`src/rtl/mixreg_pkg.sv`:
```
package mixreg_pkg;
  localparam int REG_W = 16;

  localparam logic [15:0] RATE_48K    = 16'hBB80;
  localparam logic [15:0] MASK_MASTER = 16'hBF3F;
  localparam logic [15:0] MASK_PCM    = 16'h9F1F;
  localparam logic [15:0] MASK_RGAIN  = 16'h8F0F;
  localparam logic [15:0] MASK_RSEL   = 16'h0707;
  localparam logic [15:0] PWR_KEEP    = 16'h800F;

  localparam logic [15:0] DEF_MASTER  = 16'h8000;
  localparam logic [15:0] DEF_PCM     = 16'h8808;
  localparam logic [15:0] DEF_RGAIN   = 16'h8808;
  localparam logic [15:0] DEF_PWR     = 16'h000F;
  localparam logic [15:0] DEF_EXTCTL  = 16'h0009;
  localparam logic [15:0] CONST_EXTID = 16'h0809;
  localparam logic [15:0] CONST_VID1  = 16'h8384;
  localparam logic [15:0] CONST_VID2  = 16'h7600;

  localparam int VRA_BIT = 0;
  localparam int VRM_BIT = 3;

  typedef enum logic [1:0] {
    SZ_BYTE = 2'd0,
    SZ_HALF = 2'd1,
    SZ_WORD = 2'd2,
    SZ_RSVD = 2'd3
  } acc_size_e;

  typedef enum logic [3:0] {
    K_PLAIN, K_RESET, K_MASTER, K_PCM, K_RSEL, K_RGAIN, K_PWR,
    K_EXTID, K_EXTCTL, K_DAC, K_ADC, K_MIC, K_VID1, K_VID2, K_LOCKED
  } reg_kind_e;
endpackage

```
`src/rtl/mixreg_decode.sv`:
```
module mixreg_decode
  import mixreg_pkg::*;
#(
  parameter int ADDR_W = 8
) (
  input  logic [ADDR_W-1:0] addr,
  output reg_kind_e         kind,
  output logic [REG_W-1:0]  plain_dflt
);
  always_comb begin
    case (addr)
      ADDR_W'(8'h00): kind = K_RESET;
      ADDR_W'(8'h02): kind = K_MASTER;
      ADDR_W'(8'h18): kind = K_PCM;
      ADDR_W'(8'h1A): kind = K_RSEL;
      ADDR_W'(8'h1C): kind = K_RGAIN;
      ADDR_W'(8'h26): kind = K_PWR;
      ADDR_W'(8'h28): kind = K_EXTID;
      ADDR_W'(8'h2A): kind = K_EXTCTL;
      ADDR_W'(8'h2C): kind = K_DAC;
      ADDR_W'(8'h32): kind = K_ADC;
      ADDR_W'(8'h34): kind = K_MIC;
      ADDR_W'(8'h7C): kind = K_VID1;
      ADDR_W'(8'h7E): kind = K_VID2;
      ADDR_W'(8'h04), ADDR_W'(8'h06), ADDR_W'(8'h08), ADDR_W'(8'h0A),
      ADDR_W'(8'h0C), ADDR_W'(8'h0E), ADDR_W'(8'h10), ADDR_W'(8'h12),
      ADDR_W'(8'h14), ADDR_W'(8'h16), ADDR_W'(8'h1E), ADDR_W'(8'h20),
      ADDR_W'(8'h22): kind = K_LOCKED;
      default:        kind = K_PLAIN;
    endcase
  end

  // Surround and LFE rate slots are plain storage with a 48 kHz default.
  always_comb begin
    if (addr == ADDR_W'(8'h2E) || addr == ADDR_W'(8'h30))
      plain_dflt = RATE_48K;
    else
      plain_dflt = '0;
  end
endmodule

```
`src/rtl/mixreg_store.sv`:
```
module mixreg_store
  import mixreg_pkg::*;
#(
  parameter int ADDR_W = 8,
  localparam int IDX_W = ADDR_W - 1,
  localparam int DEPTH = 1 << IDX_W
) (
  input  logic             clk,
  input  logic             rst,
  input  logic             clr,
  input  logic             we,
  input  logic [IDX_W-1:0] idx,
  input  logic [REG_W-1:0] wdata,
  output logic [REG_W-1:0] rdata,
  output logic             rwritten
);
  logic [REG_W-1:0] mem [DEPTH];
  logic [DEPTH-1:0] written;

  // RAM without reset so that block RAM can be inferred.
  always_ff @(posedge clk) begin
    if (we) mem[idx] <= wdata;
    rdata <= mem[idx];
  end

  always_ff @(posedge clk) begin
    if (rst || clr) begin
      written  <= '0;
      rwritten <= 1'b0;
    end else begin
      if (we) written[idx] <= 1'b1;
      rwritten <= written[idx];
    end
  end

  AST_CLEAR_EMPTIES: assert property (@(posedge clk) disable iff (rst)
    $past(clr) |-> (written == '0));
endmodule

```
`src/rtl/mixreg_ctrl.sv`:
```
module mixreg_ctrl
  import mixreg_pkg::*;
(
  input  logic             clk,
  input  logic             rst,
  input  logic             wr_en,
  input  reg_kind_e        kind,
  input  logic [REG_W-1:0] wdata,
  output logic [REG_W-1:0] spec_rdata,
  output logic             master_mute,
  output logic [5:0]       master_vol_l,
  output logic [5:0]       master_vol_r,
  output logic             pcm_mute,
  output logic [4:0]       pcm_vol_l,
  output logic [4:0]       pcm_vol_r,
  output logic             rec_mute,
  output logic [3:0]       rec_gain_l,
  output logic [3:0]       rec_gain_r,
  output logic [2:0]       rec_src_l,
  output logic [2:0]       rec_src_r,
  output logic [15:0]      front_dac_rate,
  output logic [15:0]      adc_rate,
  output logic [15:0]      mic_rate
);
  logic [REG_W-1:0] master_q, pcm_q, rgain_q, rsel_q, pwr_q, ext_q;
  logic [REG_W-1:0] dac_q, adc_q, mic_q;

  always_ff @(posedge clk) begin
    if (rst || (wr_en && kind == K_RESET)) begin
      master_q <= DEF_MASTER;
      pcm_q    <= DEF_PCM;
      rgain_q  <= DEF_RGAIN;
      rsel_q   <= '0;
      pwr_q    <= DEF_PWR;
      ext_q    <= DEF_EXTCTL;
      dac_q    <= RATE_48K;
      adc_q    <= RATE_48K;
      mic_q    <= RATE_48K;
    end else if (wr_en) begin
      case (kind)
        K_MASTER: master_q <= wdata & MASK_MASTER;
        K_PCM:    pcm_q    <= wdata & MASK_PCM;
        K_RGAIN:  rgain_q  <= wdata & MASK_RGAIN;
        K_RSEL:   rsel_q   <= wdata & MASK_RSEL;
        K_PWR:    pwr_q    <= (wdata & ~PWR_KEEP) | (pwr_q & 16'h000F);
        K_EXTCTL: begin
          ext_q <= wdata;
          if (!wdata[VRA_BIT]) begin
            dac_q <= RATE_48K;
            adc_q <= RATE_48K;
          end
          if (!wdata[VRM_BIT]) mic_q <= RATE_48K;
        end
        K_DAC: if (ext_q[VRA_BIT]) dac_q <= wdata;
        K_ADC: if (ext_q[VRA_BIT]) adc_q <= wdata;
        K_MIC: if (ext_q[VRM_BIT]) mic_q <= wdata;
        default: ;
      endcase
    end
  end

  always_comb begin
    case (kind)
      K_MASTER: spec_rdata = master_q;
      K_PCM:    spec_rdata = pcm_q;
      K_RGAIN:  spec_rdata = rgain_q;
      K_RSEL:   spec_rdata = rsel_q;
      K_PWR:    spec_rdata = pwr_q;
      K_EXTID:  spec_rdata = CONST_EXTID;
      K_EXTCTL: spec_rdata = ext_q;
      K_DAC:    spec_rdata = dac_q;
      K_ADC:    spec_rdata = adc_q;
      K_MIC:    spec_rdata = mic_q;
      K_VID1:   spec_rdata = CONST_VID1;
      K_VID2:   spec_rdata = CONST_VID2;
      default:  spec_rdata = '0;
    endcase
  end

  assign master_mute    = master_q[15];
  assign master_vol_l   = master_q[13:8];
  assign master_vol_r   = master_q[5:0];
  assign pcm_mute       = pcm_q[15];
  assign pcm_vol_l      = pcm_q[12:8];
  assign pcm_vol_r      = pcm_q[4:0];
  assign rec_mute       = rgain_q[15];
  assign rec_gain_l     = rgain_q[11:8];
  assign rec_gain_r     = rgain_q[3:0];
  assign rec_src_l      = rsel_q[10:8];
  assign rec_src_r      = rsel_q[2:0];
  assign front_dac_rate = dac_q;
  assign adc_rate       = adc_q;
  assign mic_rate       = mic_q;

  AST_VOL_FIELDS_CLEAN: assert property (@(posedge clk) disable iff (rst)
    ((master_q & ~MASK_MASTER) == '0) && ((pcm_q & ~MASK_PCM) == '0)
    && ((rgain_q & ~MASK_RGAIN) == '0));
  AST_PWR_STATUS_KEPT: assert property (@(posedge clk) disable iff (rst)
    (pwr_q[3:0] == 4'hF) && !pwr_q[15]);
  AST_RATE_HELD_LOCKED: assert property (@(posedge clk) disable iff (rst)
    (wr_en && kind == K_DAC && !ext_q[VRA_BIT]) |=> $stable(dac_q));
  AST_AUDIO_RATE_FORCED: assert property (@(posedge clk) disable iff (rst)
    !ext_q[VRA_BIT] |-> (dac_q == RATE_48K && adc_q == RATE_48K));
  AST_MIC_RATE_FORCED: assert property (@(posedge clk) disable iff (rst)
    !ext_q[VRM_BIT] |-> (mic_q == RATE_48K));
endmodule

```
`src/rtl/codec_mixer_regs.sv`:
```
module codec_mixer_regs
  import mixreg_pkg::*;
#(
  parameter int ADDR_W = 8,
  parameter int RSP_W  = 32,
  localparam int IDX_W = ADDR_W - 1
) (
  input  logic              clk,
  input  logic              rst,
  input  logic              req_valid,
  input  logic              req_write,
  input  acc_size_e         req_size,
  input  logic [ADDR_W-1:0] req_addr,
  input  logic [REG_W-1:0]  req_wdata,
  output logic              rsp_valid,
  output logic [RSP_W-1:0]  rsp_rdata,
  output logic              master_mute,
  output logic [5:0]        master_vol_l,
  output logic [5:0]        master_vol_r,
  output logic              pcm_mute,
  output logic [4:0]        pcm_vol_l,
  output logic [4:0]        pcm_vol_r,
  output logic              rec_mute,
  output logic [3:0]        rec_gain_l,
  output logic [3:0]        rec_gain_r,
  output logic [2:0]        rec_src_l,
  output logic [2:0]        rec_src_r,
  output logic [15:0]       front_dac_rate,
  output logic [15:0]       adc_rate,
  output logic [15:0]       mic_rate
);
  reg_kind_e        kind;
  logic [REG_W-1:0] plain_dflt, spec_rdata, mem_rdata;
  logic             mem_written;
  logic             access_ok, wr_ok, rd_req;

  assign access_ok = req_valid && (req_size == SZ_HALF) && !req_addr[0];
  assign wr_ok     = access_ok && req_write;
  assign rd_req    = req_valid && !req_write;

  mixreg_decode #(.ADDR_W(ADDR_W)) u_decode (
    .addr       (req_addr),
    .kind       (kind),
    .plain_dflt (plain_dflt)
  );

  mixreg_store #(.ADDR_W(ADDR_W)) u_store (
    .clk      (clk),
    .rst      (rst),
    .clr      (wr_ok && kind == K_RESET),
    .we       (wr_ok && kind == K_PLAIN),
    .idx      (req_addr[ADDR_W-1:1]),
    .wdata    (req_wdata),
    .rdata    (mem_rdata),
    .rwritten (mem_written)
  );

  mixreg_ctrl u_ctrl (
    .clk            (clk),
    .rst            (rst),
    .wr_en          (wr_ok),
    .kind           (kind),
    .wdata          (req_wdata),
    .spec_rdata     (spec_rdata),
    .master_mute    (master_mute),
    .master_vol_l   (master_vol_l),
    .master_vol_r   (master_vol_r),
    .pcm_mute       (pcm_mute),
    .pcm_vol_l      (pcm_vol_l),
    .pcm_vol_r      (pcm_vol_r),
    .rec_mute       (rec_mute),
    .rec_gain_l     (rec_gain_l),
    .rec_gain_r     (rec_gain_r),
    .rec_src_l      (rec_src_l),
    .rec_src_r      (rec_src_r),
    .front_dac_rate (front_dac_rate),
    .adc_rate       (adc_rate),
    .mic_rate       (mic_rate)
  );

  // Read stage: one registered cycle, matching the RAM read latency.
  logic             rsp_q, ok_q, plain_q;
  logic [REG_W-1:0] spec_q, dflt_q;

  always_ff @(posedge clk) begin
    if (rst) begin
      rsp_q   <= 1'b0;
      ok_q    <= 1'b0;
      plain_q <= 1'b0;
      spec_q  <= '0;
      dflt_q  <= '0;
    end else begin
      rsp_q   <= rd_req;
      ok_q    <= access_ok;
      plain_q <= (kind == K_PLAIN);
      spec_q  <= spec_rdata;
      dflt_q  <= plain_dflt;
    end
  end

  logic [REG_W-1:0] sel_val;
  assign sel_val = plain_q ? (mem_written ? mem_rdata : dflt_q) : spec_q;

  always_comb begin
    if (!rsp_q)     rsp_rdata = '0;
    else if (!ok_q) rsp_rdata = '1;
    else            rsp_rdata = {{(RSP_W-REG_W){1'b0}}, sel_val};
  end
  assign rsp_valid = rsp_q;

  AST_RSP_AFTER_READ: assert property (@(posedge clk) disable iff (rst)
    rsp_valid |-> $past(req_valid && !req_write));
  AST_BAD_SIZE_ONES: assert property (@(posedge clk) disable iff (rst)
    (rsp_valid && $past(req_size != SZ_HALF)) |-> (rsp_rdata == '1));
  AST_ODD_ADDR_ONES: assert property (@(posedge clk) disable iff (rst)
    (rsp_valid && $past(req_addr[0])) |-> (rsp_rdata == '1));
endmodule

```
`config.mk`:
```
export PLATFORM = sky130hd
export DESIGN_NAME = codec_mixer_regs
export DESIGN_NICKNAME = d
export VERILOG_FILES = /design/src/rtl/mixreg_pkg.sv /design/src/rtl/mixreg_decode.sv /design/src/rtl/mixreg_store.sv /design/src/rtl/mixreg_ctrl.sv /design/src/rtl/codec_mixer_regs.sv
export SDC_FILE = /design/constraint.sdc
export NUM_CORES = 2
export LEC_CHECK = 0
export BUFFER_PORTS_ARGS = -buffer_cell sky130_fd_sc_hd__buf_4
export CAP_MARGIN = 20
export CORE_UTILIZATION = 53
export CTS_BUF_LIST = sky130_fd_sc_hd__clkbuf_4 sky130_fd_sc_hd__clkbuf_8
export DETAILED_ROUTE_END_ITERATION = 16
export HOLD_SLACK_MARGIN = 0.06
export PLACE_DENSITY_LB_ADDON = 0.15
export SKIP_CTS_REPAIR_TIMING = 1
export SLEW_MARGIN = 30
export SYNTH_ARGS = -nofsm -noshare
export SYNTH_HDL_FRONTEND = slang
export SYNTH_SLANG_ARGS = --single-unit
```
`constraint.sdc`:
```
create_clock -name clk -period 6.45 [get_ports clk]
set_input_delay 1.29 -clock clk [delete_from_list [all_inputs] [get_ports clk]]
set_output_delay 1.29 -clock clk [all_outputs]
set_load 0.01 [all_outputs]
```
==> key figures <==
Route
  – Via count of the routed design: 55300
  – First-pass DRT Iterations: 10
  – 1st-iter DRT viols: 8273
  – WL final: 271000 um
  – Post-DRT Antenna Nets: 0
  – Post-DR wirelength/cell: 31.7 um
  – DRC: 0
  – DR vias/cell: 6.47

Power and ir drop
  – P per Cell Area: 307 nW/um2
  – Leakage power: 33.2 nW
  – VDD IR max: 0.239 mV

Synth
  – Seq cells post-synth: 2327
  – Ys flop type: edfxtp_1
  – Distinct cells, synth: 91
  – Post-Syn Area: 86900 um2
  – Syn. warnings: 0
  – Register area share after synthesis: 77.2%
  – Async set-reset flop share out of synthesis: 0%
  – Synth Instances: 5235
  – Number of flops mapped to enable cells by yosys: 2048
  – Avg Inst Size Synth: 16.6 um2

Cells and area
  – Most frequent cells in the layout: 2048 x edfxtp_1, 601 x a22oi_1, 419 x clkbuf_8, 416 x conb_1, 411 x buf_4
  – Most common cell after layout, fill and taps aside: edfxtp_1
  – Post-Layout Cell Count: 8543
  – Final instance area: 101000 um2
  – Fillers: 11900
  – Share of post-route cells with drive strength above 1: 20.1%
  – # nets final: 6111
  – Area growth syn-to-layout: 16.0%

STA
  – Final hold slack: 0.398 ns
  – Max-Slew Margin vs Limit: 24.9%
  – Crit path time final: 4.39 ns
  – Period utilisation layout: 68.1%
  – Max-slew violation count: 0
  – Setup violations, final: 0
  – RSZ-0062 raised after global routing: no
  – Fmax: 0.228 GHz
  – Worst Max-Slew Pin Slew: 1.11 ns
  – Clock Skew: 0.0819 ns
  – Final Hold Vio Count: 0
  – TNS Setup: 0 ns

Global route
  – Met1 Usage GRT: 44.9%
  – Overall fraction of global-route tracks in use: 32.6%
  – First-pass GRT wire length: 382000 um
  – Initial antenna violation count: 16
  – Largest net degree at the start of global routing: 83
  – GRT Residual Overflow: 0
  – Grt met2 use: 49.3%
  – Gr busiest metal: met2
  – Number of global-route vias before repair: 52500
  – M3 GR Usage: 7.80%

Floorplanning
  – Initial core utilization: 53.4%
  – Row cnt: 148
  – I/O pin total: 150
  – Full die area: 166000 um2
  – Die Y: 407 um
  – Core area: 163000 um2
  – Die W: 407 um

Clock network
  – Worst skew pair latency: 1.07 ns
  – CTS Buf Count: 376
  – Clock sinks: 2327
  – CTS tree: built
  – Largest buffer count on any clock path: 4
  – Number of H-tree branching levels: 5
  – Root buffer cell: clkbuf_8
  – CTS clk-pin slew, worst paths: 0.06 ns

Min path
  – HP Start: req_write
  – Hold EP: rsp_valid
  – Worst min path class: primary input to flip-flop
  – Hold Path Depth: 2

Job
  – Max Cap Viol: 0

Placement
  – Post-DP HPWL: 162000 um
  – Post-DP Area: 93300 um2
  – Placed Cells: 7876
  – Port Buffers: 149
  – Gpl congestion: 0.938

Critical path
  – CP max FO: 11
  – Worst R2R Start: u_store.mem[119][10]
  – Required @ worst endpoint: 5.16 ns
  – R2R Path End: u_store.rdata[10]
  – Worst setup SP type: flip-flop
  – Crit. End Element: output pin
  – Critical path arrival: 3.10 ns
  – WS Path Type: flip-flop to output pin
  – R2R cell count: 6
  – Reg2Reg Setup Slack: 3.37 ns

Outcome
  – Status: completed
## worst max-delay path by stage
| stage | from | to | slack (ns) | cells past startpoint |
|---|---|---|---|---|
| after CTS | req_addr[2] | u_store.rdata[9] | 2.07 | 9 |
| final | ok_q | rsp_rdata[13] | 2.06 | 4 |
| after detailed placement | req_addr[2] | u_store.rdata[9] | 0.95 | 9 |
| after global routing | ok_q | rsp_rdata[13] | 1.95 | 4 |
| after global placement | req_addr[3] | u_store.rdata[5] | 0.61 | 10 |
| after floorplan | req_addr[3] | u_store.mem[104][0] | 2.32 | 8 |
## layout make-up
type | count | area, um2 | area share, %
diodes | 9 | 22.5 | 0.0224
clock buffers | 581 | 6980 | 6.93
clock inverters | 75 | 418 | 0.415
inverters | 10 | 37.5 | 0.0373
multi-input cells | 2914 | 19600 | 19.5
flip-flops and latches | 2327 | 67100 | 66.6
well taps | 2175 | 2720 | 2.70
repair buffers | 452 | 3870 | 3.84
## stage by stage
step / utilization (%) / power [W] / setup WS (ns)
after floorplan: - / 0.0177 / 2.32
after global placement: 57.3 / 0.0185 / 0.608
after detailed placement: 57.3 / 0.0186 / 0.949
after CTS: 61.8 / 0.0310 / 2.07
after global routing: 61.9 / 0.0317 / 1.95
final: 61.9 / 0.0309 / 2.06
## routing by layer
metal  wire, um  up-vias
met3      32200      605
li1           -    22800
met1     104000    28000
met5        106        -
met2     122000     3774
met4      12700       16
## state kept, by name (all words and copies together) (netlist names), 6 cells and up
register,cells
u_ctrl.front_dac_rate,16
spec_q,16
u_ctrl.rsel_q,6
u_store.rdata,16
u_ctrl.pwr_q,11
u_ctrl.adc_rate,16
u_ctrl.ext_q,16
u_store.written,128
u_ctrl.master_q,13
u_ctrl.rgain_q,9
u_ctrl.pcm_q,11
u_store.mem,2048
u_ctrl.mic_rate,16
## power by group
part | switching, W | internal [W] | total (W)
clock network | 0.00566 | 0.00696 | 0.0126
logic | 0.00116 | 0.000398 | 0.00155
registers | 0.0000982 | 0.0166 | 0.0167
## worst max-delay path: stages (launching register included)
cell and delay (ns):
dfxtp_1 0.60, nand2_1 0.39, a221oi_1 0.75, nor2b_1 0.12
buf_4 0.18
## synthesized netlist by cell type (all sizes together), types with 10 or more instances
| cell | n | area [um2] |
|---|---|---|
| nand2 | 178 | 668 |
| clkbuf | 118 | 445 |
| a21oi | 148 | 767 |
| nor2b | 17 | 106 |
| o211ai | 19 | 143 |
| a221oi | 223 | 1960 |
| or4 | 11 | 82.6 |
| a41oi | 23 | 201 |
| mux2 | 78 | 878 |
| a211oi | 12 | 95.1 |
| mux2i | 65 | 651 |
| a31oi | 120 | 757 |
| nor2 | 209 | 807 |
| o21a | 105 | 790 |
| mux4 | 33 | 743 |
| nand3 | 89 | 450 |
| dfxtp | 279 | 5590 |
| o2bb2ai | 13 | 114 |
| nor3 | 49 | 327 |
| nor4 | 20 | 140 |
| nand4 | 84 | 538 |
| buf | 281 | 1480 |
| a22oi | 601 | 4510 |
| and2 | 34 | 213 |
| edfxtp | 2048 | 61500 |
| o21ai | 96 | 492 |
| inv | 10 | 37.5 |
| a21boi | 10 | 75.1 |
| a221o | 15 | 150 |
| a22o | 138 | 1210 |
## kinds of logic after synthesis
group | count (synthesis) | synth area share [%]
multiplexers | 176 | 2.62
buffers and inverters | 409 | 2.25
AND/OR/NAND/NOR | 730 | 4.17
flip-flops | 2327 | 77.2
other | 1 | 0.00432
AO/OA/AOI/OAI | 1592 | 13.7
(Power assumes the default switching activity.)
